### src/rtl/pic_pkg.sv
package pic_pkg;

    localparam int unsigned REG_AW = 8;
    localparam int unsigned REG_DW = 32;

    // Word addresses
    localparam logic [7:0] A_CTRL   = 8'h00;
    localparam logic [7:0] A_THRESH = 8'h01;
    localparam logic [7:0] A_EN_SET = 8'h08;
    localparam logic [7:0] A_EN_CLR = 8'h0C;
    localparam logic [7:0] A_PD_SET = 8'h10;
    localparam logic [7:0] A_PD_CLR = 8'h14;
    localparam logic [7:0] A_PRIO   = 8'h40;

    // Arbitration result carried from the arbiter to the top
    typedef struct packed {
        logic       valid;
        logic [7:0] id;
        logic [7:0] lvl;
    } win_t;

    // Number of implemented level bits that form the preemption group
    function automatic int unsigned preempt_bits(input logic [2:0] grp,
                                                 input int unsigned impl);
        int unsigned avail;
        avail = 32'd7 - 32'(grp);
        return (avail < impl) ? avail : impl;
    endfunction

    // Level with its sub-priority bits removed
    function automatic logic [7:0] group_key(input logic [7:0] lvl,
                                             input int unsigned gb,
                                             input int unsigned impl);
        logic [7:0] keep;
        keep = 8'hFF << (impl - gb);
        return lvl & keep;
    endfunction

endpackage

### src/rtl/pic_regs.sv
module pic_regs
    import pic_pkg::*;
#(
    parameter int unsigned N = 41,
    parameter int unsigned P = 3
) (
    input  logic                    clk,
    input  logic                    rst,
    input  logic [N-1:0]            lines_i,
    input  logic                    we_i,
    input  logic [REG_AW-1:0]       addr_i,
    input  logic [REG_DW-1:0]       wdata_i,
    output logic [REG_DW-1:0]       rdata_o,
    input  logic                    ack_clr_i,
    input  logic [7:0]              ack_id_i,
    output logic [N-1:0]            en_o,
    output logic [N-1:0]            pend_o,
    output logic [N-1:0][P-1:0]     prio_o,
    output logic [2:0]              grp_o,
    output logic [P-1:0]            thresh_o,
    output logic                    master_o
);

    localparam int unsigned NW = (N + 31) / 32;
    localparam int unsigned XW = NW * 32;

    logic [N-1:0]        en_q, pend_q, en_d, pend_d, ack_mask;
    logic [N-1:0][P-1:0] prio_q;
    logic [2:0]          grp_q;
    logic [P-1:0]        thresh_q;
    logic                master_q;
    logic [XW-1:0]       en_s, en_c, pd_s, pd_c, en_x, pd_x;

    // Write decode for the set/clear words
    always_comb begin
        en_s = '0;
        en_c = '0;
        pd_s = '0;
        pd_c = '0;
        for (int w = 0; w < NW; w++) begin
            if (we_i && addr_i == 8'(A_EN_SET + w)) en_s[w*32 +: 32] = wdata_i;
            if (we_i && addr_i == 8'(A_EN_CLR + w)) en_c[w*32 +: 32] = wdata_i;
            if (we_i && addr_i == 8'(A_PD_SET + w)) pd_s[w*32 +: 32] = wdata_i;
            if (we_i && addr_i == 8'(A_PD_CLR + w)) pd_c[w*32 +: 32] = wdata_i;
        end
        for (int i = 0; i < N; i++) begin
            ack_mask[i] = ack_clr_i && (ack_id_i == 8'(i));
        end
        en_d   = (en_q | en_s[N-1:0]) & ~en_c[N-1:0];
        // an asserted line wins over any clear in the same cycle
        pend_d = (pend_q & ~pd_c[N-1:0] & ~ack_mask) | pd_s[N-1:0] | lines_i;
    end

    always_ff @(posedge clk) begin
        if (rst) begin
            en_q     <= '0;
            pend_q   <= '0;
            prio_q   <= '0;
            grp_q    <= '0;
            thresh_q <= '0;
            master_q <= 1'b0;
        end else begin
            en_q   <= en_d;
            pend_q <= pend_d;
            if (we_i && addr_i == A_CTRL) begin
                master_q <= wdata_i[0];
                grp_q    <= wdata_i[10:8];
            end
            if (we_i && addr_i == A_THRESH) thresh_q <= wdata_i[7 -: P];
            for (int n = 0; n < N; n++) begin
                if (we_i && addr_i == 8'(A_PRIO + n)) prio_q[n] <= wdata_i[7 -: P];
            end
        end
    end

    // Read mux
    always_comb begin
        en_x = '0;
        pd_x = '0;
        en_x[N-1:0] = en_q;
        pd_x[N-1:0] = pend_q;
        rdata_o = '0;
        if (addr_i == A_CTRL) begin
            rdata_o[0]    = master_q;
            rdata_o[10:8] = grp_q;
        end
        if (addr_i == A_THRESH) rdata_o[7 -: P] = thresh_q;
        for (int w = 0; w < NW; w++) begin
            if (addr_i == 8'(A_EN_SET + w) || addr_i == 8'(A_EN_CLR + w))
                rdata_o = en_x[w*32 +: 32];
            if (addr_i == 8'(A_PD_SET + w) || addr_i == 8'(A_PD_CLR + w))
                rdata_o = pd_x[w*32 +: 32];
        end
        for (int n = 0; n < N; n++) begin
            if (addr_i == 8'(A_PRIO + n)) rdata_o[7 -: P] = prio_q[n];
        end
    end

    assign en_o     = en_q;
    assign pend_o   = pend_q;
    assign prio_o   = prio_q;
    assign grp_o    = grp_q;
    assign thresh_o = thresh_q;
    assign master_o = master_q;

endmodule

### src/rtl/pic_arbiter.sv
module pic_arbiter
    import pic_pkg::*;
#(
    parameter int unsigned N = 41,
    parameter int unsigned P = 3
) (
    input  logic [N-1:0]        elig_i,
    input  logic [N-1:0][P-1:0] prio_i,
    output win_t                win_o
);

    // Strict less-than keeps the lowest index on equal levels
    always_comb begin
        win_o = '0;
        for (int i = 0; i < N; i++) begin
            if (elig_i[i] && (!win_o.valid || 8'(prio_i[i]) < win_o.lvl)) begin
                win_o.valid = 1'b1;
                win_o.id    = 8'(i);
                win_o.lvl   = 8'(prio_i[i]);
            end
        end
    end

endmodule

### src/rtl/pic_nest.sv
module pic_nest #(
    parameter int unsigned P     = 3,
    parameter int unsigned DEPTH = 8
) (
    input  logic                         clk,
    input  logic                         rst,
    input  logic                         push_i,
    input  logic [P-1:0]                 lvl_i,
    input  logic                         pop_i,
    output logic                         active_o,
    output logic [P-1:0]                 top_o,
    output logic [$clog2(DEPTH+1)-1:0]   depth_o
);

    localparam int unsigned CW = $clog2(DEPTH + 1);
    localparam int unsigned IW = $clog2(DEPTH);

    logic [P-1:0]  mem [DEPTH];
    logic [CW-1:0] depth_q;

    always_ff @(posedge clk) begin
        if (rst) begin
            depth_q <= '0;
        end else if (push_i && pop_i && depth_q != '0) begin
            mem[IW'(depth_q - 1'b1)] <= lvl_i;
        end else if (push_i && depth_q != CW'(DEPTH)) begin
            mem[IW'(depth_q)] <= lvl_i;
            depth_q <= depth_q + 1'b1;
        end else if (pop_i && depth_q != '0) begin
            depth_q <= depth_q - 1'b1;
        end
    end

    assign active_o = (depth_q != '0);
    assign top_o    = (depth_q != '0) ? mem[IW'(depth_q - 1'b1)] : '0;
    assign depth_o  = depth_q;

endmodule

### src/rtl/prio_irq_ctrl.sv
module prio_irq_ctrl
    import pic_pkg::*;
#(
    parameter int unsigned N_LINES   = 41,
    parameter int unsigned PRIO_BITS = 3,
    parameter int unsigned ID_W      = $clog2(N_LINES)
) (
    input  logic                 clk,
    input  logic                 rst,
    input  logic [N_LINES-1:0]   irq_lines_i,
    input  logic                 reg_we_i,
    input  logic [7:0]           reg_addr_i,
    input  logic [31:0]          reg_wdata_i,
    output logic [31:0]          reg_rdata_o,
    input  logic                 ack_i,
    input  logic                 eos_i,
    output logic                 irq_o,
    output logic [ID_W-1:0]      irq_id_o
);

    localparam int unsigned NEST_DEPTH = 2 ** PRIO_BITS;
    localparam int unsigned DCW        = $clog2(NEST_DEPTH + 1);

    logic [N_LINES-1:0]                en, pend, elig;
    logic [N_LINES-1:0][PRIO_BITS-1:0] prio;
    logic [2:0]                        grp;
    logic [PRIO_BITS-1:0]              thresh, top_lvl;
    logic                              master, active, preempt_ok, claim;
    logic [DCW-1:0]                    depth;
    win_t                              win;
    int unsigned                       gbits;

    pic_regs #(.N(N_LINES), .P(PRIO_BITS)) u_regs (
        .clk(clk), .rst(rst), .lines_i(irq_lines_i),
        .we_i(reg_we_i), .addr_i(reg_addr_i), .wdata_i(reg_wdata_i),
        .rdata_o(reg_rdata_o), .ack_clr_i(claim), .ack_id_i(win.id),
        .en_o(en), .pend_o(pend), .prio_o(prio), .grp_o(grp),
        .thresh_o(thresh), .master_o(master)
    );

    // Threshold filter ahead of arbitration
    for (genvar i = 0; i < N_LINES; i++) begin : g_elig
        assign elig[i] = en[i] & pend[i] & ((thresh == '0) || (prio[i] < thresh));
    end

    pic_arbiter #(.N(N_LINES), .P(PRIO_BITS)) u_arb (
        .elig_i(elig), .prio_i(prio), .win_o(win)
    );

    pic_nest #(.P(PRIO_BITS), .DEPTH(NEST_DEPTH)) u_nest (
        .clk(clk), .rst(rst), .push_i(claim), .lvl_i(win.lvl[PRIO_BITS-1:0]),
        .pop_i(eos_i), .active_o(active), .top_o(top_lvl), .depth_o(depth)
    );

    always_comb begin
        gbits      = preempt_bits(grp, PRIO_BITS);
        preempt_ok = !active ||
                     (group_key(win.lvl, gbits, PRIO_BITS) <
                      group_key(8'(top_lvl), gbits, PRIO_BITS));
    end

    assign irq_o    = master && win.valid && preempt_ok;
    assign irq_id_o = win.id[ID_W-1:0];
    assign claim    = ack_i && irq_o;

endmodule

### config.mk
export PLATFORM = sky130hd
export DESIGN_NAME = prio_irq_ctrl
export DESIGN_NICKNAME = d
export VERILOG_FILES = /design/src/rtl/pic_pkg.sv /design/src/rtl/pic_regs.sv /design/src/rtl/pic_arbiter.sv /design/src/rtl/pic_nest.sv /design/src/rtl/prio_irq_ctrl.sv
export SDC_FILE = /design/constraint.sdc
export NUM_CORES = 1
export LEC_CHECK = 0
export BUFFER_PORTS_ARGS = -buffer_cell sky130_fd_sc_hd__clkbuf_2
export CAP_MARGIN = 20
export CORE_UTILIZATION = 45
export CTS_BUF_LIST = sky130_fd_sc_hd__clkbuf_4 sky130_fd_sc_hd__clkbuf_8 sky130_fd_sc_hd__clkbuf_16
export DETAILED_ROUTE_END_ITERATION = 7
export PLACE_DENSITY_LB_ADDON = 0.05
export RECOVER_POWER = 50
export SLEW_MARGIN = 15
export SYNTH_ARGS = -nofsm -noshare
export SYNTH_HDL_FRONTEND = slang
export SYNTH_HIERARCHICAL = 1
export SYNTH_SLANG_ARGS = --single-unit
### constraint.sdc
create_clock -name clk -period 77.9 [get_ports clk]
set_clock_uncertainty 0.2 [all_clocks]
set_input_delay 15.58 -clock clk [delete_from_list [all_inputs] [get_ports clk]]
set_output_delay 15.58 -clock clk [all_outputs]
set_load 0.1 [all_outputs]
==> metrics <==
Synth-to-Final Area Change=9.63%; footprint of the multi-input gates=15,500 sq um; compound-gate portion of the synthesized area=33.2%; CP startpoint kind=flop; main flop type after synthesis=dfxtp_1; Mean Syn Cell Area=7.66 sq um; DP Cell Count=3,447; main combinational cell family by area after synthesis=compound AO/OA/AOI/OAI gates; Final nets=3,091; Tcrit/Tclk final=93.9%; worst-path maximum fanout=12; Worst EP required=between 60 and 70 ns; CP peak stage delay=between 0.4 and 0.5 ns; DRT Pass-1 Iters=6; Lkg Pwr=8.78 nW; routability congestion estimate=0.942; grt met1 use=47.5%; Rows=80; post-route setup TNS=0 ns; io pins=between 100 and 150; asr flop ratio synth=0%; post-synthesis simple-gate area fraction=24.5%; maximum vdd drop=between 15 and 20 uV; Synth Cell Area=21,700 sq um; sequential fraction of the synthesis area=23.2%; clk_lat worst skew=0.60 ns; synthesized flop and latch total=240; CP bufs+invs=25; post-layout util=between 40 and 50%; fin crit period=73.16 ns; failing checks=capacitance limit, slew limit; CTS sink cnt=240; die width=222 um; adder-cell share of the synthesized area=7.90%; Avg WL per Cell=25.2 um; fmax=about 0.014 GHz; WP data arrival=57.38 ns; Total GRT Usage=a little over a third; initial drt markers=2,310; Hold Buf Count CTS=0; crit path capture type=output port; M3 GR Usage=5.51%; vias in the first global route=21,788; CP max stage cell=dfxtp_1; RSZ-0062 raised after global routing=no; Slew Limit Fails=134; Final HPWL DP=66,100 um; global-route wire length before repair=134,000 um; initial antenna violation count=7; kind of critical path=flop to output port; Die ar.=49,100 sq um; grt met2 use=54.2%; fraction of layout cells with a size suffix above 1=11.5%; Num CTS Buffers=31; family with the most delay on the worst path=compound AO/OA/AOI/OAI gates; HP Class=flop to flop; Final setup viols=0; Congestion Overflow GR=0; DRC=0; die height=222 um; Most Used Layer, Global Route=met2; Mapped Cells=2,832; Least-Margin Pin Slew=3.67 ns; clock-pin slew on the worst setup and hold paths=0.06 ns; total count of hold-check failures in the final report=0; fillers=approximately 4,700; PortBufs=124; largest net degree at the start of global routing=93; mux contribution to synthesized area=5.67%; initial core utilization=45.6%; Yosys warnings=6; Antenna Nets Post-Route=0; Final Non-Filler Cells=around 3,500; Rel. slew slack=-145%; Vias/cell=6.72; PwrDens=14.4 nW/um^2; post-synthesis xor/xnor area fraction=less than 1%; Clk Tree Root Cell=clkbuf_16; Vias=23,641; synth unique cells=138; # Max-Cap Violations=6; Storage cell area=5050 sq um; status=finished, violations left; core area=~48,000 sq um; critical path's most frequent cell=ha_1; TritonCTS clock tree=yes; CTS H-Tree Depth=1; drt total wl=slightly below 90,000 um; Longest Clk Path Bufs=3; Post-synth EDFFs=24
[Yosys cell counts (all sizes together), types with 32 or more instances]
library cell	number	area (sq um)
o211ai	32	250
nand3	142	716
ha	133	1660
and2	36	225
o311a	48	482
buf	83	502
o21ai	155	783
dfxtp	216	4320
nor3	54	328
clkbuf	75	290
a211oi	135	1030
a31oi	33	228
a21oi	271	1380
nand2b	70	445
nand2	307	1160
inv	100	375
mux2i	87	871
nor2	278	1060
[stage by stage]
| step | total power (W) | area (sq um) | hold slack [ns] | setup slack [ns] |
|---|---|---|---|---|
| floorplan | 0.000169 | 21700 | 0.250 | 11.82 |
| global placement | 0.000181 | 22600 | 0.271 | 5.65 |
| detailed placement | 0.000182 | 22600 | 0.282 | 4.19 |
| CTS | 0.000345 | 23800 | 0.292 | 3.34 |
| global route | 0.000355 | 23800 | 0.331 | 0.0677 |
| finish | 0.000343 | 23800 | 0.293 | 4.74 |
[per-layer routing]
| layer | vias to the layer above | routed length [um] |
|---|---|---|
| met5 | - | 35 |
| met4 | 6 | 3690 |
| met3 | 201 | 7610 |
| met2 | 1216 | 38900 |
| met1 | 11360 | 38400 |
| li1 | 10858 | - |
[worst register-to-register path, delay by kind of cell (launching register included)]
family	cells	cell delay [ns]
and+or+nand+nor	93	14.31
DFF	1	0.47
adders and majority gates	42	10.54
muxes	23	6.33
buffers and inverters	25	2.21
AOI/OAI and AO/OA	125	25.11
[registers in the layout, summed over array words and instances (netlist names)]
signal,flops
u_regs/prio_o,123
u_regs/en_o,41
u_regs/pend_o,41
u_nest/mem,24
u_nest/depth_o,4
u_regs/grp_o,3
u_regs/thresh_o,3
u_regs/master_o,1
[path summary, 6_finish.rpt]
path / startpoint / cells past startpoint / slack (ns) / endpoint
worst max-delay path: u_regs/thresh_o[1]$_SDFFE_PP0P_ / 302 / 4.74 / irq_o
worst min-delay path: u_regs/master_o$_SDFFE_PP0P_ / 2 / 0.29 / u_regs/master_o$_SDFFE_PP0P_
worst max register to register: u_regs/thresh_o[1]$_SDFFE_PP0P_ / 308 / 18.49 / u_regs/pend_o[20]$_SDFF_PP0_
worst min register to register: u_regs/master_o$_SDFFE_PP0P_ / 2 / 0.29 / u_regs/master_o$_SDFFE_PP0P_
[report_power, final]
group	switching [W]	total, W	internal (W)
sequential	0.00000444	0.000131	0.000127
clock	0.0000619	0.000163	0.000102
combinational	0.0000307	0.0000486	0.0000178
total	0.0000971	0.000343	0.000246
[cell type report]
type	count	share of cell area, %
flip-flops and latches	240	21.2
diodes	6	0.0631
clock buffers	41	3.80
clock inverters	16	1.05
repair buffers	159	3.85
well taps	615	3.23
inverters	100	1.61
multi-input cells	2340	65.2
[cell families after synthesis]
group / Yosys count
buffers and inverters: 258
muxes: 112
xor gates and xnor gates: 2
adders and majority gates: 138
and+or+nand+nor: 1062
DFF: 240
AOI/OAI and AO/OA: 1019
other: 1
[cells in the final DEF (no fill, tap or decap), types with 28 or more instances in the layout]
master,count
nand2_1,307
nor2_1,274
a21oi_1,263
dfxtp_1,215
nand3_1,141
o21ai_0,139
ha_1,133
a211oi_1,130
clkbuf_2,121
inv_1,98
mux2i_1,85
nand2b_1,69
nor3_1,51
o311a_1,46
and2_1,35
clkbuf_16,33
a31oi_1,31
a22o_1,31
o211ai_1,30
o21a_1,30
buf_4,29
a22oi_1,28
[what timing repair did]
item / in CTS / in global routing
setup endpoints to repair: 0 / 7
resized for setup: 0 / 16
setup buffers: 0 / 6
(Power assumes the default switching activity.)
